$ cat config.mk
export PLATFORM = sky130hd
export DESIGN_NAME = mc_datapath
export DESIGN_NICKNAME = d
export VERILOG_FILES = /design/src/rtl/mc_pkg.sv /design/src/rtl/mc_alu.sv /design/src/rtl/mc_regfile.sv /design/src/rtl/mc_datapath.sv
export SDC_FILE = /design/constraint.sdc
export NUM_CORES = 2
export LEC_CHECK = 0
export BUFFER_PORTS_ARGS = -buffer_cell sky130_fd_sc_hd__buf_2
export CORE_UTILIZATION = 34
export CTS_BUF_LIST = sky130_fd_sc_hd__clkbuf_8
export CTS_CLUSTER_SIZE = 16
export DETAILED_ROUTE_END_ITERATION = 12
export PLACE_DENSITY_LB_ADDON = 0.1
export SLEW_MARGIN = 20
export SYNTH_ARGS = -nofsm -noshare
export SYNTH_HDL_FRONTEND = slang
export SYNTH_SLANG_ARGS = --single-unit
$ cat constraint.sdc
create_clock -name clk -period 42.6 [get_ports clk]
set_input_delay 2.13 -clock clk [delete_from_list [all_inputs] [get_ports clk]]
set_output_delay 2.13 -clock clk [all_outputs]
set_load 0.05 [all_outputs]
$ cat src/rtl/mc_pkg.sv
package mc_pkg;

  typedef enum logic [2:0] {
    ALU_AND = 3'b000,
    ALU_OR  = 3'b001,
    ALU_ADD = 3'b010,
    ALU_SUB = 3'b110,
    ALU_SLT = 3'b111
  } alu_fn_e;

  typedef enum logic [1:0] {
    OPB_REG  = 2'd0,
    OPB_FOUR = 2'd1,
    OPB_IMM  = 2'd2,
    OPB_IMM4 = 2'd3
  } opb_sel_e;

  typedef enum logic [1:0] {
    NPC_ALU    = 2'd0,
    NPC_ALUREG = 2'd1,
    NPC_JUMP   = 2'd2
  } npc_sel_e;

endpackage

$ cat src/rtl/mc_alu.sv
module mc_alu
  import mc_pkg::*;
#(
  parameter int W = 32
) (
  input  logic [W-1:0] opa,
  input  logic [W-1:0] opb,
  input  logic [2:0]   fn,
  output logic [W-1:0] res,
  output logic         is_zero
);

  always_comb begin
    case (alu_fn_e'(fn))
      ALU_AND: res = opa & opb;
      ALU_OR:  res = opa | opb;
      ALU_ADD: res = opa + opb;
      ALU_SUB: res = opa - opb;
      ALU_SLT: res = {{(W-1){1'b0}}, ($signed(opa) < $signed(opb))};
      default: res = '0;
    endcase
  end

  assign is_zero = (res == '0);

endmodule

$ cat src/rtl/mc_regfile.sv
module mc_regfile #(
  parameter int W = 32,
  parameter int N = 32
) (
  input  logic                 clk,
  input  logic                 rst_n,
  input  logic                 we,
  input  logic [$clog2(N)-1:0] waddr,
  input  logic [W-1:0]         wdata,
  input  logic [$clog2(N)-1:0] ra1,
  input  logic [$clog2(N)-1:0] ra2,
  output logic [W-1:0]         rd1,
  output logic [W-1:0]         rd2
);

  localparam int AW = $clog2(N);

  logic [N-1:0][W-1:0] bank;

  for (genvar g = 0; g < N; g++) begin : g_reg
    if (g == 0) begin : g_hardwired
      assign bank[g] = '0;
    end else begin : g_live
      logic         hit;
      logic [W-1:0] q;
      assign hit = we && (waddr == AW'(g));
      always_ff @(posedge clk or negedge rst_n) begin
        if (!rst_n)   q <= '0;
        else if (hit) q <= wdata;
      end
      assign bank[g] = q;
    end
  end

  assign rd1 = bank[ra1];
  assign rd2 = bank[ra2];

  // A write to a nonzero register is visible on the next cycle
  assert_write_lands_R8: assert property (@(posedge clk) disable iff (!rst_n)
    (we && (waddr != '0)) |=> (bank[$past(waddr)] == $past(wdata)));

  // Register 0 still reads zero after a write aimed at it
  assert_zero_reg_R11: assert property (@(posedge clk) disable iff (!rst_n)
    (we && (waddr == '0)) |=> (bank[0] == '0));

endmodule

$ cat src/rtl/mc_datapath.sv
module mc_datapath
  import mc_pkg::*;
#(
  parameter int XLEN       = 32,
  parameter int NREG       = 32,
  parameter int RST_STAGES = 2
) (
  input  logic            clk,
  input  logic            rst_n,
  input  logic            pc_write,
  input  logic            pc_write_cond,
  input  logic            i_or_d,
  input  logic            ir_write,
  input  logic            mem_write,
  input  logic            reg_write,
  input  logic            reg_dst,
  input  logic            mem_to_reg,
  input  logic            alu_src_a,
  input  logic [1:0]      alu_src_b,
  input  logic [2:0]      alu_fn,
  input  logic [1:0]      pc_source,
  input  logic [XLEN-1:0] mem_rdata,
  output logic [XLEN-1:0] mem_addr,
  output logic [XLEN-1:0] mem_wdata,
  output logic            mem_we,
  output logic [5:0]      opcode,
  output logic [5:0]      funct,
  output logic            zero
);

  localparam int RAW = $clog2(NREG);
  localparam int IMM = 16;
  localparam int JMP = 26;

  // reset: asserted asynchronously, released after RST_STAGES edges
  logic [RST_STAGES-1:0] rst_pipe;
  logic                  rst_sync_n;

  always_ff @(posedge clk or negedge rst_n) begin
    if (!rst_n) rst_pipe <= '0;
    else        rst_pipe <= {rst_pipe[RST_STAGES-2:0], 1'b1};
  end
  assign rst_sync_n = rst_pipe[RST_STAGES-1];

  // hidden and visible state
  logic [XLEN-1:0] pc_q, ir_q, mdr_q, a_q, b_q, aluout_q;
  logic [XLEN-1:0] pc_d, ir_d, mdr_d, a_d, b_d, aluout_d;
  logic            pc_en;

  // instruction fields
  logic [RAW-1:0]  rs_f, rt_f, rd_f, wsel;
  logic [XLEN-1:0] imm_sx, imm_sx4, jump_tgt;

  assign rs_f     = ir_q[21 +: RAW];
  assign rt_f     = ir_q[16 +: RAW];
  assign rd_f     = ir_q[11 +: RAW];
  assign imm_sx   = {{(XLEN-IMM){ir_q[IMM-1]}}, ir_q[IMM-1:0]};
  assign imm_sx4  = {imm_sx[XLEN-3:0], 2'b00};
  assign jump_tgt = {pc_q[XLEN-1:XLEN-4], ir_q[JMP-1:0], 2'b00};

  // register file
  logic [XLEN-1:0] rf_rd1, rf_rd2, rf_wdata;

  assign wsel     = reg_dst ? rd_f : rt_f;
  assign rf_wdata = mem_to_reg ? mdr_q : aluout_q;

  mc_regfile #(.W(XLEN), .N(NREG)) u_rf (
    .clk   (clk),
    .rst_n (rst_sync_n),
    .we    (reg_write),
    .waddr (wsel),
    .wdata (rf_wdata),
    .ra1   (rs_f),
    .ra2   (rt_f),
    .rd1   (rf_rd1),
    .rd2   (rf_rd2)
  );

  // shared ALU and its operand selection
  logic [XLEN-1:0] opa, opb, alu_y;
  logic            alu_z;

  assign opa = alu_src_a ? a_q : pc_q;

  always_comb begin
    case (opb_sel_e'(alu_src_b))
      OPB_REG:  opb = b_q;
      OPB_FOUR: opb = XLEN'(4);
      OPB_IMM:  opb = imm_sx;
      default:  opb = imm_sx4;
    endcase
  end

  mc_alu #(.W(XLEN)) u_alu (
    .opa     (opa),
    .opb     (opb),
    .fn      (alu_fn),
    .res     (alu_y),
    .is_zero (alu_z)
  );

  // next-state logic
  always_comb begin
    pc_en    = pc_write | (pc_write_cond & alu_z);
    case (npc_sel_e'(pc_source))
      NPC_ALUREG: pc_d = aluout_q;
      NPC_JUMP:   pc_d = jump_tgt;
      default:    pc_d = alu_y;
    endcase
    ir_d     = mem_rdata;
    mdr_d    = mem_rdata;
    a_d      = rf_rd1;
    b_d      = rf_rd2;
    aluout_d = alu_y;
  end

  // register process
  always_ff @(posedge clk or negedge rst_sync_n) begin
    if (!rst_sync_n) begin
      pc_q     <= '0;
      ir_q     <= '0;
      mdr_q    <= '0;
      a_q      <= '0;
      b_q      <= '0;
      aluout_q <= '0;
    end else begin
      if (pc_en)    pc_q <= pc_d;
      if (ir_write) ir_q <= ir_d;
      mdr_q    <= mdr_d;
      a_q      <= a_d;
      b_q      <= b_d;
      aluout_q <= aluout_d;
    end
  end

  // outputs
  assign mem_addr  = i_or_d ? aluout_q : pc_q;
  assign mem_wdata = b_q;
  assign mem_we    = mem_write & rst_sync_n;
  assign opcode    = ir_q[31:26];
  assign funct     = ir_q[5:0];
  assign zero      = alu_z;

  // assertions
  assert_ir_hold_R2: assert property (@(posedge clk) disable iff (!rst_sync_n)
    !ir_write |=> $stable(ir_q));

  assert_pc_step_R3: assert property (@(posedge clk) disable iff (!rst_sync_n)
    (pc_write && pc_source == 2'd0 && !alu_src_a && alu_src_b == 2'd1 && alu_fn == 3'b010)
    |=> (pc_q == $past(pc_q) + XLEN'(4)));

  assert_branch_taken_R9: assert property (@(posedge clk) disable iff (!rst_sync_n)
    (!pc_write && pc_write_cond && pc_source == 2'd1 && zero) |=> (pc_q == $past(aluout_q)));

  assert_jump_region_R10: assert property (@(posedge clk) disable iff (!rst_sync_n)
    (pc_write && pc_source == 2'd2)
    |=> (pc_q[1:0] == 2'b00 && pc_q[XLEN-1:XLEN-4] == $past(pc_q[XLEN-1:XLEN-4])));

  assert_pc_hold_R12: assert property (@(posedge clk) disable iff (!rst_sync_n)
    (!pc_write && !(pc_write_cond && zero)) |=> $stable(pc_q));

endmodule

### Word level (Yosys, flattened, before mapping)

Index checks and enable logic that the tools add are counted.

* equality and inequality tests: 39
* magnitude comparators: 3
* bitwise logic cells: 6
* add/sub/neg operators: 2
* mux-type cells: 11
* reductions and logical operators: 35

Operator list (count)
* $bmux 32 s5: 2
* $mux 32: 5
* $pmux 32 s5: 1
* $pmux 32 s3: 1
* $eq 5x5->1 const B: 16
* $pmux 32 s2: 1
* $eq 5x4->1 const B: 8
* $add 32x32->32: 1
* $and 32x32->32: 1
* $logic_not 32->1: 1
* $lt 32x32->1: 1
* $or 32x32->32: 1
* $sub 32x32->32: 1
* $logic_and 1x1->1: 31
* $eq 5x3->1 const B: 4
* $lt 5x6->1 const B: 2
* $eq 5x2->1 const B: 2
* $eq 3x3->1 const B: 2
* $eq 5x1->1 const B: 1
* $mux 5: 1
* $eq 2x1->1 const B: 2
* $eq 2x2->1 const B: 2
* $eq 3x1->1 const B: 1
* $eq 3x2->1 const B: 1
* 6 further kinds: 7

* output and inout bits: 78
* logic and storage cells: 135
* bits in registers: 1186
* input bits: 50

### Longest topological paths before layout

* word-level depth: 8
* mapped depth: 20

### By module

From an unflattened synthesis, not the netlist that was laid out.

* cells, all modules: 5005
* area total of the unflattened synthesis: 66725.2 um^2

By module, submodules not included
* mc_regfile: cells each 3639, sequential area each 24823.8 um^2, area an instance 53203.5 um^2, times used 1
* mc_datapath: cells each 569, sequential area each 4854.7 um^2, area an instance 8182.8 um^2, times used 1
* mc_alu: cells each 797, sequential area each 0.0 um^2, area an instance 5338.9 um^2, times used 1

### Worst setup path before layout

OpenSTA, ideal clock, no wires.

* kind: register to output
* start: register rst_pipe[1]
* end: output port mem_we
* cell stages (with the launch flop): 2
* path slack: 12104 ps
* required time: 40470 ps
* path buffers: 0
* arrival: 28366 ps
* path through: dfrtp_1 > and2_1

* longest elaborated chain between the ends: 1

RTL lines
* start, declared: RTL line mc_datapath.sv:36 `logic [RST_STAGES-1:0] rst_pipe;`
* start signal, assigned: RTL line mc_datapath.sv:41 `else rst_pipe <= {rst_pipe[RST_STAGES-2:0], 1'b1};`
* $and 1x1->1: RTL line mc_datapath.sv:139 `assign mem_we = mem_write & rst_sync_n;`
* end, declared: RTL line mc_datapath.sv:25 `output logic mem_we,`

Every way passes these cells.

### Worst setup path in the final report

* start: input port alu_src_a
* end: output port zero

* longest elaborated chain between the ends: 4

RTL lines
* start, declared: RTL line mc_datapath.sv:18 `input logic alu_src_a,`
* $mux 32 *: RTL line mc_datapath.sv:83 `assign opa = alu_src_a ? a_q : pc_q;`
* $sub 32x32->32 (tied with other cells): RTL line mc_alu.sv:18 `ALU_SUB: res = opa - opb;`
* $pmux 32 s5 *: RTL line mc_alu.sv:14 `case (alu_fn_e'(fn))`
* $logic_not 32->1 *: RTL line mc_alu.sv:24 `assign is_zero = (res == '0);`
* end, declared: RTL line mc_datapath.sv:28 `output logic zero`

Every way passes the cells marked *; elsewhere a longest branch is shown, timed or not.

==> reports/summary.txt <==
============================================================================
Final period util .............................................        23.4%
Arrival time of data at the critical path endpoint ............      7.82 ns
# fillers .....................................................       18,400
Final setup violating endpoints ...............................            0
Number of CTS-inserted buffers ................................          214
Sequential cell area in the final layout ......................   29,700 um2
Total count of max-transition violations in the final report ..            0
Cell count after synthesis ....................................        5,735
# H-tree levels ...............................................            4
Total via count after detailed routing ........................       47,200
Iteration count of the initial detailed-routing pass ..........            9
Critical path startpoint category .............................   input port
CTS clk-pin slew, worst paths .................................      0.05 ns
Die area ......................................................  191,000 um2
P_int .........................................................      3240 uW
Clock Path Buffers ............................................            3
Final hold violation count ....................................            0
Number of port buffers ........................................          127
Skew-Pair Late Insertion Delay ................................      1.00 ns
Path type of the worst min-delay path ......................... flop to flop
Pin count of the biggest net entering global routing ..........          149
Type of destination of the critical path ......................   output pin
Number of hold buffers added after CTS ........................            0
Global-route wire length before repair ........................   350,000 um
Launch point of the worst hold path ........................... rst_pipe[0]$_DFF_PN0_
Detailed Route WL .............................................   240,000 um
Syn_area_per_cell .............................................     11.2 um2
Iteration-0 DRC Markers .......................................        3,790
Main flop type after synthesis ................................      dfrtp_1
Relative slew slack ...........................................        22.8%
Multi-input gate area in the final layout .....................   32,800 um2
Die Ht ........................................................       437 um
Placement-stage cell area .....................................   67,800 um2
Setup repair bufs after CTS ...................................            0
Leakage power figure ..........................................    0.0303 uW
Sequential fraction of the synthesis area .....................        46.0%
Count of warnings emitted by yosys ............................            0
Ratio of routed vias to standard cells ........................         5.67
Overall track demand over capacity in global routing ..........        25.2%
Largest fanout on the critical path ...........................           34
Mapped Nets ...................................................        5,903
Root buffer cell ..............................................     clkbuf_8
Setup total negative slack ....................................         0 ns
Power share of the sequential group ...........................        40.1%
EDFF count, synth .............................................            0
Number of instances resized during post-cts repair ............            0
Shortest clock period the worst path allows after layout ......      9.95 ns
Area of the core ..............................................  188,000 um2
Final Wtd Congestion ..........................................        0.891
Remaining Overflow, GRT .......................................            0
Outcome ....................................................... finished with violations
Number of global-route vias before repair .....................       47,800
Slew at the pin closest to its max-slew limit .................      1.13 ns
Maximum clock skew at final layout ............................    0.0496 ns
DRC ...........................................................           22
Setup repair after global routing missed its margin ...........        false
Finished Cell Area ............................................   72,400 um2
Commonest non-fill, non-tap cells in the layout ............... dfrtp_1, a21oi_1, nor2_1, mux4_2, clkbuf_8
Antenna-violating nets left ...................................            0
Proportion of layout cells with a drive suffix above 1 ........        25.5%
Clock share of power ..........................................        21.4%
Count of different cell masters after synthesis ...............           90
Initial cell density of the core ..............................        34.3%
TritonCTS clock tree ..........................................          yes
Die outline width .............................................       437 um
Beginning of the worst register-to-register path .............. mem_wdata[0]$_DFF_PN0_
Switching portion of total power ..............................        38.4%
Maximum VDD drop ..............................................    0.0322 mV
Max-capacitance violation count ...............................            0
Gate power share ..............................................        38.5%
Failing checks ................................................          DRC
Post-synth design cell area ...................................   64,500 um2
Most common library cell in the layout ignoring fill and taps .      dfrtp_1
Initial antenna violation count ...............................           15
Synth async-reset ratio .......................................         100%
#FFs+latches synth ............................................        1,186
Startpoint of the most critical setup path ....................    alu_src_a
IO Count ......................................................          128
Cell Pwr Density ..............................................  72.5 nW/um2
Max Freq ......................................................      101 MHz
Final HPWL DP .................................................   148,000 um
Worst hold margin .............................................     0.345 ns
Required time worst endpoint ..................................     40.47 ns
# nets final ..................................................        5,831
Type of the setup path with the least slack ................... input port to output pin
Reported net switching power ..................................      2020 uW
Wire length per cell ..........................................      28.9 um
Placement row count ...........................................          159
Layout overhead on the synthesized area .......................        12.3%
Clock sinks ...................................................        1,186
============================================================================
[sequential cells by signal, indices dropped and copies added (netlist names)]
register         count
mdr_q               32
rst_pipe             2
u_rf.g.g_live.q    992
pc_q                32
a_q                 32
aluout_q            32
mem_wdata           32
ir_q                32
[power groups by stage]
stage	Combinational [uW]	Sequential (uW)	Clock, uW
2_1_floorplan	1490	1980	0
3_3_place_gp	1980	2090	0
3_5_place_dp	2010	2110	0
4_1_cts	2020	2100	1160
5_1_grt	2200	2170	1210
6_report	2020	2100	1120
[metrics by stage]
| stage | util, % | total power (uW) | instances | setup WS, ns |
|---|---|---|---|---|
| after floorplan | - | 3480 | 5735 | 7.08 |
| after global placement | 36.0 | 4070 | 7929 | 32.88 |
| after detailed placement | 36.1 | 4120 | 7936 | 32.81 |
| after CTS | 38.4 | 5280 | 8315 | 32.79 |
| after global routing | 38.5 | 5580 | 8324 | 32.44 |
| final | 38.5 | 5250 | 8326 | 32.65 |
[final timing paths]
check,to,slack (ns),cells after the start
worst max-delay path,zero,32.65,15
worst min register to register,rst_pipe[1]$_DFF_PN0_,0.34,0
max in group asynchronous,u_rf.g_reg[26].g_live.q[4]$_DFFE_PN0P_,38.65,4
min in group asynchronous,u_rf.g_reg[8].g_live.q[22]$_DFFE_PN0P_,0.72,1
worst min-delay path,rst_pipe[1]$_DFF_PN0_,0.34,0
worst max register to register,pc_q[16]$_DFFE_PN0P_,36.21,18
[cell families after synthesis]
| logic type | Yosys count | share of synthesized area, % |
|---|---|---|
| compound gates | 1464 | 12.9 |
| xor+xnor | 21 | 0.285 |
| fa+ha+maj | 118 | 2.31 |
| buf+inv | 672 | 4.06 |
| flops | 1186 | 46.0 |
| mux | 895 | 25.6 |
| other cells | 1 | 0.00582 |
| simple gates | 1378 | 8.72 |
[Yosys cell counts (6+ instances only)]
master	n	share of area (%)
dfrtp_1	1186	46
nor2_1	1066	6.2
a21oi_1	1047	8.1
mux4_2	576	20
clkbuf_1	449	2.6
mux2_2	212	3.7
nand2_1	144	0.84
inv_1	125	0.73
ha_1	116	2.3
o21ai_0	106	0.82
mux2i_1	89	1.4
a22o_1	81	1.1
buf_1	63	0.37
a21o_1	29	0.34
a22oi_1	22	0.26
buf_2	20	0.16
nand3_1	19	0.15
nor3_1	19	0.15
mux2_4	18	0.42
nor4_1	18	0.17
xnor2_1	17	0.23
nand4_1	16	0.16
a221oi_1	15	0.20
a211oi_1	14	0.16
a31oi_1	14	0.14
nand2b_1	14	0.14
nor2b_1	14	0.14
o31ai_1	14	0.16
buf_4	12	0.14
and2_1	11	0.11
o21a_1	11	0.13
o2111ai_1	10	0.14
o211ai_1	10	0.12
o311ai_0	10	0.14
and3_1	8	0.078
nor3b_1	8	0.093
or2_2	8	0.078
or3_1	7	0.068
a311oi_1	6	0.082
o21bai_1	6	0.070
o221ai_1	6	0.082
or4_1	6	0.070
[routing by layer]
layer	GRT usage (%)	up-vias	wire, um
li1	-	20800	-
met1	34.9	24600	106000
met2	40.6	1444	114000
met3	3.53	374	12300
met4	8.23	4	7660
met5	0	-	22
[critical path, stage by stage]
cell and delay (ns):
buf_2 0.08, buf_4 0.53, mux2i_1 0.35, inv_1 0.12, ha_1 0.47, or2_4 0.32, o21a_1 0.19, o41ai_1 0.86
nor4_1 0.12, nor3b_2 0.44, nand4_1 0.21, or4_1 0.51, or4b_1 0.70, nor3_1 0.38, buf_2 0.33
[layout make-up]
class,count,share of cell area (%)
Clock buffer,273,5.19
Antenna cell,5,0.0173
Tap cell,2495,4.31
Multi-Input combinational cell,3877,45.3
Sequential cell,1186,41.0
Timing Repair Buffer,259,2.59
Inverter,125,0.648
Clock inverter,106,0.949
(Power assumes the default switching activity.)
